$ cat src/rtl/itg_pkg.sv
package itg_pkg;
    localparam int CNT_W    = 16;
    localparam int TAP_LO   = 6;
    localparam int TAPS     = 4;
    localparam int CTRL_W   = 2 * TAPS;

    typedef logic [TAPS-1:0] tap_vec_t;

    typedef struct packed {
        tap_vec_t adc_en;
        tap_vec_t irq_en;
    } ctrl_t;

    function automatic logic any_gated(input tap_vec_t rise, input tap_vec_t en);
        return |(rise & en);
    endfunction
endpackage

$ cat src/rtl/itg_ctrl_reg.sv
module itg_ctrl_reg
    import itg_pkg::*;
(
    input  logic              clk,
    input  logic              rst,
    input  logic              standby_i,
    input  logic              wr_en,
    input  logic [CTRL_W-1:0] wr_data,
    output ctrl_t             ctrl_q
);
    always_ff @(posedge clk) begin
        if (rst || standby_i) begin
            ctrl_q <= '0;
        end else if (wr_en) begin
            ctrl_q <= ctrl_t'(wr_data);
        end
    end
endmodule

$ cat src/rtl/itg_edge_det.sv
module itg_edge_det #(
    parameter int CW   = 16,
    parameter int LO   = 6,
    parameter int NT   = 4
) (
    input  logic          clk,
    input  logic          rst,
    input  logic [CW-1:0] cnt,
    output logic [NT-1:0] rise
);
    logic [NT-1:0] prev_q;

    for (genvar k = 0; k < NT; k++) begin : g_tap
        assign rise[k] = cnt[LO+k] & ~prev_q[k];

        always_ff @(posedge clk) begin
            if (rst) prev_q[k] <= 1'b0;
            else     prev_q[k] <= cnt[LO+k];
        end
    end
endmodule

$ cat src/rtl/itg_trig_out.sv
module itg_trig_out
    import itg_pkg::*;
(
    input  logic     clk,
    input  logic     rst,
    input  logic     standby_i,
    input  tap_vec_t rise,
    input  ctrl_t    ctrl,
    input  logic     irq_clr,
    output logic     adc_start,
    output logic     irq
);
    logic adc_hit, irq_hit;

    always_comb begin
        adc_hit = any_gated(rise, ctrl.adc_en);
        irq_hit = any_gated(rise, ctrl.irq_en);
    end

    always_ff @(posedge clk) begin
        if (rst || standby_i) begin
            adc_start <= 1'b0;
            irq       <= 1'b0;
        end else begin
            adc_start <= adc_hit;
            if (irq_hit)      irq <= 1'b1;
            else if (irq_clr) irq <= 1'b0;
        end
    end
endmodule

$ cat src/rtl/interval_trigger_gen.sv
module interval_trigger_gen
    import itg_pkg::*;
(
    input  logic              clk,
    input  logic              rst,
    input  logic              standby_i,
    input  logic              ctrl_wr_en,
    input  logic [CTRL_W-1:0] ctrl_wr_data,
    output logic [CTRL_W-1:0] ctrl_rd_data,
    input  logic              irq_clr_i,
    input  logic [CNT_W-1:0]  cnt_i,
    output logic              adc_start_o,
    output logic              irq_o
);
    ctrl_t    ctrl_q;
    tap_vec_t rise;

    itg_ctrl_reg u_reg (
        .clk       (clk),
        .rst       (rst),
        .standby_i (standby_i),
        .wr_en     (ctrl_wr_en),
        .wr_data   (ctrl_wr_data),
        .ctrl_q    (ctrl_q)
    );

    itg_edge_det #(.CW(CNT_W), .LO(TAP_LO), .NT(TAPS)) u_edge (
        .clk  (clk),
        .rst  (rst),
        .cnt  (cnt_i),
        .rise (rise)
    );

    itg_trig_out u_out (
        .clk       (clk),
        .rst       (rst),
        .standby_i (standby_i),
        .rise      (rise),
        .ctrl      (ctrl_q),
        .irq_clr   (irq_clr_i),
        .adc_start (adc_start_o),
        .irq       (irq_o)
    );

    assign ctrl_rd_data = ctrl_q;
endmodule

$ cat config.mk
export PLATFORM = sky130hd
export DESIGN_NAME = interval_trigger_gen
export DESIGN_NICKNAME = d
export VERILOG_FILES = /design/src/rtl/itg_pkg.sv /design/src/rtl/itg_ctrl_reg.sv /design/src/rtl/itg_edge_det.sv /design/src/rtl/itg_trig_out.sv /design/src/rtl/interval_trigger_gen.sv
export SDC_FILE = /design/constraint.sdc
export NUM_CORES = 1
export LEC_CHECK = 0
export ABC_AREA = 1
export BUFFER_PORTS_ARGS = -buffer_cell sky130_fd_sc_hd__buf_4
export CAP_MARGIN = 20
export CORE_UTILIZATION = 39
export DETAILED_ROUTE_END_ITERATION = 8
export GPL_TIMING_DRIVEN = 0
export PLACE_DENSITY = 0.74
export SLEW_MARGIN = 20
export SYNTH_ARGS = -nofsm -noshare
export SYNTH_HDL_FRONTEND = slang
export SYNTH_HIERARCHICAL = 1
export SYNTH_SLANG_ARGS = --single-unit
$ cat constraint.sdc
create_clock -name clk -period 1 [get_ports clk]
set_input_delay 0.2 -clock clk [delete_from_list [all_inputs] [get_ports clk]]
set_output_delay 0.2 -clock clk [all_outputs]
set_load 0.02 [all_outputs]
==> flow_results.org, run 1 <==
** STA
- Final critical delay including setup and external delays :: 0.968 ns
- Number of hold violations in the final report :: 0
- The total count of max-transition violations in the final report was 0.
- For the pin with the worst max-slew slack, the measured transition is 0.161 ns.
- Setup repair after global routing left no endpoint under its margin.
- On the final layout, the worst clock skew is 0.00127 ns.
- Count of final setup violators :: 0
- Measured against its own limit, the worst slew margin works out to 89.2%.
- Based on the critical path, the design can be clocked at up to 1030 MHz.
- Setup total negative slack on the finished layout was measured at 0 ns.
- In the finished design, the share of the clock period the worst path needs comes to 96.8%.

** Synth
- After synthesis, the most frequently instantiated cells are 28 x nor2_1, 26 x nand2_1, 14 x dfxtp_1.
- After synthesis, the cell types taking the most area are dfxtp_1 47%, nor2_1 18%, nand2_1 16%.
- Among all cell types in the netlist, the one instantiated most often is nor2_1.
- Synthesized area per cell :: 6.80 um^2
- Number of enable flip-flop cells after synthesis :: 0
- Mapped Cells :: 88
- Most used DFF post-synth :: dfxtp_1
- Synthesized netlist net count :: 117
- In the synthesized netlist the async set-or-reset flop fraction comes to 0%.
- The synthesized netlist contains 9 unique library cells.
- Post-synthesis sequential area ratio :: 46.9%
- Summed over all instances, the cell type with the most area after synthesis is dfxtp_1.
- In this run, synthesis produced a sequential element count of 14.
- In this run the cell area of the synthesized design comes to 598 um^2.
- The synthesized design devotes to its leading area cell type 46.9% of total area.
- Synth Warn # :: 6

** Routing
- DRC violation count after routing :: 0
- WL final :: 1200 um
- Drt pass-1 iters :: 4
- The final route contains 559 vias.
- Using the TritonRoute via totals, the vias-per-cell ratio works out to 4.23.
- Final antenna-violating net count :: 0
- Drt first-iter violations :: 6
- Per-cell routed wire length :: 9.11 um

** Min path
- The path with the worst hold slack has its endpoint at u_edge/prev_q[0].
- In this run the most critical hold path is launched from cnt_i[6].
- Type of the tightest min-delay check :: primary input to register
- Hold Path Cell Cnt :: 3

** Power
- Cell-internal power :: 903 uW
- In this run switching power makes up 24.1% of total power.
- Total power :: 1.19 mW
- VDD IR max :: 0.676 mV
- In this run the power density over the cells is 1390 nW/um^2.
- Of the total power, the clock network draws 33.4%.
- The analysis attributes to net switching a power of 286 uW.
- Combinational cells account for 16.2% of the total power.
- For this design the static power due to leakage is 0.478 nW.
- Portion of total power attributed to sequential cells :: 50.3%

** Clock tree
- Number of clock sinks :: 14
- Number of setup buffers added after CTS :: 0
- Hold repair after CTS inserted 0 buffers.
- In this run the clock root is driven by a clkbuf_4.
- In this run the number of H-tree levels came out at 1.
- Clock-pin slew was measured on the worst setup and hold paths at 0.08 ns.
- Number of buffers created by CTS :: 3
- The clock passes through at most 2 buffers.
- CTS tree :: built
- Clock insertion delay at the later pin of the skew report :: 0.27 ns

** Setup path
- Cell depth of the worst flop-to-flop path :: 5
- CP peak stage delay :: 0.35 ns
- At the worst endpoint, the required time is 0.80 ns.
- Worst flop-to-flop path endpoint :: u_out/irq
- Kind of cell with the highest combined delay on the critical path :: flip-flops
- WS Path Type :: register to primary output
- Together, buffers and inverters on the worst path number 1.
- In this run the register-to-register setup slack is 0.22 ns.
- The slowest stage of the critical path belongs to the cell dfxtp_2.
- In this run the number of cells on the critical path is 1.
- STA classifies the critical path endpoint as a primary output.
- Along the worst path, the maximum fanout reaches 3.
- Element type at the critical path start :: register
- Data arrives at the worst endpoint at 0.77 ns.
- Worst-path cell chain :: buf_4
- The worst register-to-register path begins at u_edge/prev_q[1].

** GRT
- Entering global routing, the biggest net connects 11 pins.
- The initial antenna violation count came to 0.
- The first global-routing pass estimated 1690 um of wire.
- The number of global-route vias before repair is 414.
- Combined global-route utilization of all metal layers :: 15.8%
- After global routing the overflow that remains totals 0.

** Die
- In this run the standard cell core region covers 1370 um^2.
- In this run the vertical extent of the chip is 41.2 um.
- In this run the count of I/O pins placed on the die edge is 39.
- In this run the horizontal extent of the chip is 41.2 um.
- Once the floorplan was initialized, standard cells occupied 43.8% of the core.
- Full die area :: 1690 um^2
- Std-Cell Rows :: 13

** Place
- HPWL reported at the end of detailed placement :: 921 um
- During placement, the flow inserted port buffers numbering 25.
- Placer Congestion :: 0.659

** Layout
- In the final layout, the share of cells above drive strength 1 is 35.9%.
- The repair_antennas step left the layout with diodes totalling 0.
- Area used by sequential logic in the layout :: 290 um^2
- Nets@finish :: 147
- Fill cells :: 138
- Area growth syn-to-layout :: 42.9%
- Area taken by multi-input logic gates :: 246 um^2

** Run status
- The run finished with clean final reports.

** Run
- Max-cap violations in this run came to 0.
==> stage by stage <==
stage	setup slack, ns	util (%)	area [um^2]	cells	hold slack, ns
floorplan	0.257	-	598	88	0.272
detailed placement	0.208	58.9	805	128	0.419
finish	0.0321	62.5	855	132	0.132
CTS	0.00106	61.7	843	132	0.128
global placement	0.222	58.9	805	128	0.413
global route	0.00287	62.5	855	132	0.137
==> what timing repair did <==
item / 4_1_cts / 5_1_grt
gates cloned: 0 / 0
setup endpoints to repair: 2 / 6
gates resized for setup: 2 / 7
==> worst max-delay path by stage <==
stage	slack, ns	endpoint	start
2_1_floorplan	0.26	u_out/irq	u_reg/ctrl_q[1]
6_report	0.03	ctrl_rd_data[0]	u_reg/ctrl_q[0]
3_5_place_dp	0.21	u_out/adc_start	cnt_i[7]
3_3_place_gp	0.22	u_out/irq	cnt_i[6]
4_1_cts	0.001	ctrl_rd_data[7]	u_reg/ctrl_q[7]
5_1_grt	0.003	ctrl_rd_data[3]	u_reg/ctrl_q[3]
==> kinds of logic after synthesis <==
kind of cell / count (synthesis) / synth area share [%]
AND/OR/NAND/NOR: 59 / 41.2
buffers and inverters: 15 / 11.9
flip-flops: 14 / 46.9
==> flip-flops by register name (all words and copies together) (netlist names) <==
name             flops
u_reg/ctrl_q         8
u_edge/prev_q        4
u_out/irq            1
u_out/adc_start      1
==> power groups by stage <==
stage | combinational [mW] | clock [mW] | sequential (mW)
finish | 0.193 | 0.398 | 0.599
global route | 0.213 | 0.433 | 0.602
CTS | 0.194 | 0.410 | 0.596
detailed placement | 0.192 | 0 | 0.609
global placement | 0.187 | 0 | 0.608
floorplan | 0.0824 | 0 | 0.626
==> final cells by class <==
| class | instances | area share [%] |
|---|---|---|
| buffer | 2 | 2.64 |
| clock buffer | 4 | 4.25 |
| inverter | 13 | 5.71 |
| multi-input combinational | 59 | 28.8 |
| sequential | 14 | 34.0 |
| tap | 15 | 2.20 |
| timing repair buffer | 25 | 22.4 |
==> metal layers <==
| metal | track usage [%] | vias to the layer above | share of wire, % |
|---|---|---|---|
| met3 | 4.89 | 0 | 6.2 |
| met2 | 25.8 | 20 | 50 |
| met5 | 0 | - | 0 |
| met4 | 9.68 | 0 | 0 |
| met1 | 17.9 | 232 | 44 |
| li1 | - | 307 | - |
==> layout by cell type, fill, tap and decap left out <==
cell type / n
nor2_8: 1
inv_1: 13
nand3_1: 1
dfxtp_1: 6
clkbuf_8: 1
nor2_1: 28
dfxtp_2: 8
clkbuf_4: 3
nand2_2: 2
buf_4: 24
nand2_1: 26
buf_6: 3
or2_1: 1
No activity file was read; power rests on OpenSTA's default activity.
==> inputs of run 2 (changes only) <==
==> constraint.sdc (replaced) <==
create_clock -name clk -period 1 [get_ports clk]
set_input_delay 0 -clock clk [delete_from_list [all_inputs] [get_ports clk]]
set_output_delay 0 -clock clk [all_outputs]
set_load 0.02 [all_outputs]
==> flow_results.org, run 2 (synthesized netlist as in run 1, its figures left out) <==
** Run status
- Result of the run :: finished, final reports clean (unchanged)

** Place
- The weighted congestion at the end of routability-driven global placement came to 0.659 (unchanged).
- The number of buffers inserted by port buffering is 25 (unchanged).
- The standard cell area after detailed placement was 805 um^2 (unchanged).
- The estimated wirelength of the detail-placed design came to 921 um (unchanged).
- Number of placed cells counting well taps :: 128 (unchanged)

** Clock tree
- The total clock buffers created by CTS is 3 (unchanged).
- The H-tree depth is 1 (unchanged).
- The CTS clock-pin slew for the worst setup and hold paths was 0.08 ns (about the same).
- Clock Root Buffer :: clkbuf_4 (unchanged)
- Resized cells post-CTS :: 0 (was 2)
- The TritonCTS sink count came to 14 (unchanged).
- Largest buffer count on any clock path :: 2 (unchanged)
- The number of setup buffers added after CTS is 0 (unchanged).
- CTS tree :: built (unchanged)
- Clock insertion delay at the later pin of the skew report :: 0.27 ns (about the same)
- CTS Hold Bufs :: 7 (was 0)

** Die
- Starting density of the core :: 43.8% (unchanged)
- The horizontal die dimension came to 41.2 um (unchanged).
- The vertical extent of the die came to 41.2 um (unchanged).
- I/O pin count :: 39 (unchanged)
- The core area came to 1370 um^2 (unchanged).
- The site row count came to 13 (unchanged).
- The die area came to 1690 um^2 (unchanged).

** STA
- The final setup skew came to 0.000146 ns (was 0.00127 ns).
- The highest clock frequency the design can meet came to 1130 MHz (was 1030 MHz).
- The measured slew at the worst slew-check pin came to 0.162 ns (was 0.161 ns).
- The number of hold-slack violations in the final timing report is 0 (unchanged).
- Final critical delay including setup and external delays :: 0.888 ns (was 0.968 ns)
- Setup Total Neg Slack :: 0 ns (unchanged)
- The total count of max-transition violations in the final report came to 0 (unchanged).
- Period Utilization, post-route :: 88.8% (was 96.8%)
- Unrepaired setup endpoints after global routing: no (unchanged).
- The final-report setup violation count came to 0 (unchanged).
- The relative slew slack came to 89.2% (about the same).

** Setup path
- The stage delay of the slowest cell on the critical path was 0.54 ns (was 0.35 ns).
- By instance count, the cell type seen most on the critical path is nor2_1.
- The worst-case reg-to-reg path depth was 5 (unchanged).
- The type of element capturing the critical path was a register (was primary output).
- Worst-path cell chain: dlygate4sd3_1, buf_4, inv_1, nor2_1, nand2_1, nand2_1, nor2_1, nor2_1 (was buf_4).
- Arrival time of the worst setup path :: 1.06 ns (was 0.77 ns)
- Critical path capture point :: u_out/irq (was ctrl_rd_data[0])
- WS Path Type :: primary input to register (was register to primary output)
- Critical path peak fanout :: 2 (was 3)
- The origin of the worst setup path was cnt_i[9] (was u_reg/ctrl_q[0]).
- Element type at the critical path start :: primary input (was register)
- The flop-to-flop setup slack came to 0.20 ns (was 0.22 ns).
- Worst flop-to-flop path endpoint :: u_out/irq (unchanged)
- The critical-path cell with the highest stage delay was dlygate4sd3_1 (was dfxtp_2).
- Critical path required time :: 1.18 ns (was 0.80 ns)
- The startpoint of the lowest-slack register-to-register path was u_edge/prev_q[3] (was u_edge/prev_q[1]).

** GRT
- The fraction of met2 tracks used by global routing came to 28.1% (was 25.8%).
- The overall routing resource usage is 16.7% (was 15.8%).
- The global-route wire length before repair came to 1790 um (was 1690 um).
- The remaining global-route overflow is 0 (unchanged).
- Antenna violations before repair :: 0 (unchanged)
- Busiest layer in global routing :: met2 (unchanged)
- Largest net degree at the start of global routing :: 11 (unchanged)
- Met3 layer usage reported by global route :: 4.89% (unchanged)
- The met1 usage in global routing was 18.5% (was 17.9%).
- The number of global-route vias before repair is 442 (was 414).

** Routing
- DRC violation count after routing :: 0 (unchanged)
- The mean routed wirelength per cell was 9.17 um (was 9.11 um).
- Drt pass-1 iters :: 4 (unchanged)
- The via count normalized by instance count was 4.24 (was 4.23).
- Via count :: 589 (was 559)
- The total wirelength of the detailed-routed design is 1280 um (was 1200 um).
- Final antenna-violating net count :: 0 (unchanged)
- Drt first-iter violations :: 9 (was 6)

** Layout
- Top register by number of flip-flops :: u_reg/ctrl_q (unchanged)
- Commonest non-fill, non-tap cell in the layout :: nor2_1 (unchanged)
- Biggest registers after layout: u_reg/ctrl_q (8), u_edge/prev_q (4) (unchanged).
- The fraction of layout instances using a drive strength above 1 was 27.4% (was 35.9%).
- Top library cells by usage in the layout, fill and taps aside :: 28 x nor2_1, 26 x nand2_1, 25 x buf_4 (was 28 x nor2_1, 26 x nand2_1, 24 x buf_4)
- Area growth syn-to-layout :: 52.3% (was 42.9%)
- Nets@finish :: 154 (was 147)
- Count of non-filler cells in the finished layout :: 139 (was 132)
- The number of flip-flops under the largest register name came to 8 (unchanged).
- Ant diodes :: 0 (unchanged)
- Final non-filler cell area :: 911 um^2 (was 855 um^2)

** Power
- Leakage dissipation :: 0.503 nW (was 0.478 nW)
- The post-layout total power was 1.21 mW (was 1.19 mW).
- Power per unit of standard cell area :: 1330 nW/um^2 (was 1390 nW/um^2)
- The worst voltage drop across the vdd grid came to 0.684 mV (was 0.676 mV).

** Min path
- Type of the tightest min-delay check :: primary input to register (unchanged)

** Run
- The number of maximum-capacitance violations is 0 (unchanged).
[run 2: power by group]
part / switching [mW] / total (mW) / leakage (nW) / internal [mW]
sequential: 0.0137 / 0.596 / 0.115 / 0.582
clock: 0.177 / 0.398 / 0.0210 / 0.221
combinational: 0.100 / 0.214 / 0.367 / 0.114
[run 2: critical path, delay by kind of cell]
kind | cells | cell delay [ns]
buffers and inverters | 3 | 0.73
and+or+nand+nor | 5 | 0.34
[run 2: final cells by class]
cell class | instances | area (um^2)
clock buffer | 4 | 36.3
sequential | 14 | 280
buffer | 2 | 22.5
fill | 131 | 455
tap | 15 | 18.8
inverter | 13 | 48.8
timing repair buffer | 32 | 258
multi-input combinational | 59 | 246
[run 2: how the worst min path moves through the flow]
stage	start	endpoint	cells past startpoint
finish	ctrl_wr_data[0]	u_reg/ctrl_q[0]	5
CTS	ctrl_wr_data[6]	u_reg/ctrl_q[6]	5
global placement	cnt_i[6]	u_edge/prev_q[0]	3
floorplan	rst	u_edge/prev_q[0]	1
global route	ctrl_wr_data[6]	u_reg/ctrl_q[6]	5
detailed placement	cnt_i[6]	u_edge/prev_q[0]	3
[run 2: metrics by stage]
stage	hold slack [ns]	setup slack, ns	util [%]
global placement	0.213	0.261	58.9
global route	0.0175	0.0518	66.7
detailed placement	0.219	0.235	58.9
floorplan	0.0724	0.257	-
CTS	0.00292	0.145	66.7
finish	0.00805	0.112	66.7
[run 2: layer usage]
metal | vias to the layer above | wire length (um)
met3 | 0 | 64
met4 | 0 | 0
li1 | 322 | -
met2 | 21 | 655
met1 | 246 | 555
met5 | - | 0
==> inputs of run 3 (changes only) <==
--- a/config.mk
+++ b/config.mk
@@ -6,12 +6,13 @@
 export NUM_CORES = 1
 export LEC_CHECK = 0
 export ABC_AREA = 1
-export BUFFER_PORTS_ARGS = -buffer_cell sky130_fd_sc_hd__buf_4
 export CAP_MARGIN = 20
-export CORE_UTILIZATION = 39
+export CORE_AREA = 2 2 39 41
 export DETAILED_ROUTE_END_ITERATION = 8
+export DIE_AREA = 0 0 41 43
+export DONT_BUFFER_PORTS = 1
 export GPL_TIMING_DRIVEN = 0
-export PLACE_DENSITY = 0.74
+export PLACE_DENSITY = 0.59
 export SLEW_MARGIN = 20
 export SYNTH_ARGS = -nofsm -noshare
 export SYNTH_HDL_FRONTEND = slang
==> flow_results.org, run 3 (synthesized netlist as in run 1, its figures left out) <==
** Setup path
- The worst endpoint required time is 1.21 ns (was 1.18 ns).
- The end of the worst register-to-register path was u_out/irq (unchanged).
- Worst-path cell chain: dlygate4sd3_1, or2_1, nor2_1 (was dlygate4sd3_1, buf_4, inv_1, nor2_1, nand2_1, nand2_1, nor2_1, nor2_1).
- The worst-case reg-to-reg path depth is 4 (was 5).
- Element type at the critical path start :: primary input (unchanged)
- Bufs and invs on worst path :: 1 (was 3)
- Kind of cell with the highest combined delay on the critical path :: buffers and inverters (unchanged)
- Critical path peak fanout :: 6 (was 2)
- The critical path start-end classification was primary input to register (unchanged).
- The stage delay of the slowest cell on the critical path came to 0.68 ns (was 0.54 ns).
- The critical-path cell with the highest stage delay is dlygate4sd3_1 (unchanged).
- Endpoint class of the critical path :: register (unchanged)
- Register-to-register path setup slack :: 0.18 ns (was 0.20 ns)
- The startpoint of the lowest-slack register-to-register path is u_reg/ctrl_q[0] (was u_edge/prev_q[3]).
- Arrival time of the worst setup path :: 1.04 ns (was 1.06 ns)

** Die
- Vertical extent of the die :: 43 um (was 41.2 um)
- Die Width :: 41 um (was 41.2 um)
- Full die area :: 1760 um^2 (was 1690 um^2)
- The core area came to 1380 um^2 (was 1370 um^2).
- The site row count came to 14 (was 13).
- Starting density of the core :: 43.2% (was 43.8%)
- The number of I/O pins came to 39 (unchanged).

** Routing
- Per-cell routed wire length :: 8.93 um (was 9.17 um)
- Final antenna-violating net count :: 0 (unchanged)
- The via count normalized by instance count came to 4.24 (about the same).
- Drt pass-1 iters :: 3 (was 4)
- The post-detailed-route DRC marker count was 0 (unchanged).
- Drt first-iter violations :: 3 (was 9)
- The total wirelength of the detailed-routed design was 1100 um (was 1280 um).
- The total via count in the routed design is 522 (was 589).

** Clock tree
- Number of clock sinks :: 14 (unchanged)
- Largest buffer count on any clock path :: 2 (unchanged)
- The total clock buffers created by CTS is 3 (unchanged).
- H-tree lvl count :: 1 (unchanged)
- The quantity of hold-fixing buffers added after cts was 16 (was 7).
- The CTS clock-pin slew for the worst setup and hold paths is 0.07 ns (was 0.08 ns).
- Resized cells post-CTS :: 0 (unchanged)
- Clock insertion delay at the later pin of the skew report :: 0.27 ns (about the same)
- CTS tree :: built (unchanged)
- The clock root buffer is clkbuf_4 (unchanged).
- Number of setup buffers added after CTS :: 0 (unchanged)

** GRT
- Antenna violations before repair :: 0 (unchanged)
- Global-route wire length before repair :: 1680 um (was 1790 um)
- The remaining global-route overflow came to 0 (unchanged).
- Largest net degree at the start of global routing :: 11 (unchanged)
- The number of global-route vias before repair came to 417 (was 442).
- The overall routing resource usage was 15.0% (was 16.7%).

** STA
- Maximum frequency from static timing analysis :: 1200 MHz (was 1130 MHz)
- Max-slew violation total from the final report :: 0 (unchanged)
- The sum of negative setup slack came to 0 ns (unchanged).
- Count of final setup violators :: 0 (unchanged)
- The number of hold-slack violations in the final timing report was 0 (unchanged).
- The final period utilization was 83.2% (was 88.8%).
- Unrepaired setup endpoints after global routing: no (unchanged).
- The final setup skew came to 0.000205 ns (was 0.000146 ns).
- The post-route minimum period was 0.832 ns (was 0.888 ns).
- The relative slew slack came to 75.8% (was 89.2%).
- Least-Margin Pin Slew :: 0.362 ns (was 0.162 ns)

** Layout
- The number of diodes came to 0 (unchanged).
- Biggest registers after layout: u_reg/ctrl_q (8), u_edge/prev_q (4) (unchanged).
- The fraction of layout instances using a drive strength above 1 is 7.48% (was 27.4%).
- The most common cell after layout, fill and taps aside is nor2_1 (unchanged).
- Area taken by multi-input logic gates :: 246 um^2 (unchanged)
- Fraction of the core area covered by cells at the end of the flow :: 57.9% (was 66.7%)
- The number of flip-flops under the largest register name came to 8 (unchanged).
- Area used by sequential logic in the layout :: 280 um^2 (unchanged)
- Fill cells :: 138 (was 131)
- Area growth syn-to-layout :: 33.9% (was 52.3%)
- The area of all placed cells without fillers came to 801 um^2 (was 911 um^2).
- Nets@finish :: 138 (was 154)
- The top register by number of flip-flops is u_reg/ctrl_q (unchanged).
- Count of non-filler cells in the finished layout :: 123 (was 139)
- Top library cells by usage in the layout, fill and taps aside: 28 x nor2_1, 26 x nand2_1, 16 x dlygate4sd3_1 (was 28 x nor2_1, 26 x nand2_1, 25 x buf_4).

** Min path
- The startpoint of the tightest hold check path was cnt_i[7] (was ctrl_wr_data[0]).
- Capture endpoint of the worst hold path :: u_edge/prev_q[1] (was u_reg/ctrl_q[0])
- Type of the tightest min-delay check :: primary input to register (unchanged)
- The worst hold path stage count was 3 (was 5).

** Place
- The number of placed instances with taps included is 104 (was 128).
- The weighted congestion at the end of routability-driven global placement came to 0.673 (was 0.659).
- HPWL reported at the end of detailed placement :: 776 um (was 921 um)
- Placed cell area :: 618 um^2 (was 805 um^2)
- The number of buffers inserted by port buffering is 0 (was 25).

** Power
- VDD IR max :: 0.783 mV (was 0.684 mV)
- Power per unit of standard cell area :: 1330 nW/um^2 (about the same)
- Leakage dissipation :: 0.408 nW (was 0.503 nW)

** Run
- Max-cap violations :: 0 (unchanged)

** Run status
- Result of the run :: finished, final reports clean (unchanged)
[run 3: cell count changes in the layout (fill, tap and decap cells not counted)]
cell,delta
clkbuf_8,-1
dlygate4sd3_1,+9
buf_4,-25
[run 3: through the flow]
step	power [mW]	setup slack, ns	hold WS (ns)
final	1.06	0.168	0.398
after global routing	1.13	0.109	0.411
after CTS	1.09	0.162	0.387
after detailed placement	0.725	0.187	0.0771
after global placement	0.723	0.188	0.0739
after floorplan	0.709	0.257	0.0724
[run 3: final cells by class]
type / count / area share, %
Inverter: 13 / 6.09
Sequential cell: 14 / 35.0
Tap cell: 16 / 2.50
Timing Repair Buffer: 16 / 20.0
Multi-Input combinational cell: 59 / 30.8
Clock buffer: 3 / 2.81
Buffer: 2 / 2.81
[run 3: report_power, final]
group	switching [mW]	internal (mW)	total, mW
Sequential	0.0351	0.582	0.617
Combinational	0.0680	0.0815	0.149
Clock	0.158	0.139	0.298
Total	0.262	0.803	1.06
[run 3: tightest hold or removal path: stages]
cell	delay [ns]
dlygate4sd3_1	0.52
inv_1	0.05
nor2_1	0.07
[run 3: worst max path at each step]
stage | start | cells past startpoint | slack (ns) | to
2_1_floorplan | u_reg/ctrl_q[1] | 4 | 0.26 | u_out/irq
3_3_place_gp | u_reg/ctrl_q[0] | 4 | 0.19 | u_out/irq
3_5_place_dp | u_reg/ctrl_q[0] | 4 | 0.19 | u_out/irq
4_1_cts | rst | 3 | 0.16 | u_out/adc_start
5_1_grt | rst | 3 | 0.11 | u_out/adc_start
6_report | rst | 3 | 0.17 | u_out/adc_start
[run 3: per-layer routing]
| metal | wire length [um] | part of all wire (%) | vias up | track usage, % |
|---|---|---|---|---|
| li1 | - | - | 290 | - |
| met1 | 448 | 41 | 214 | 16.7 |
| met2 | 569 | 52 | 16 | 21.3 |
| met3 | 58 | 5.3 | 2 | 4.71 |
| met4 | 22 | 2.0 | 0 | 14.0 |
| met5 | 0 | 0 | - | 0 |
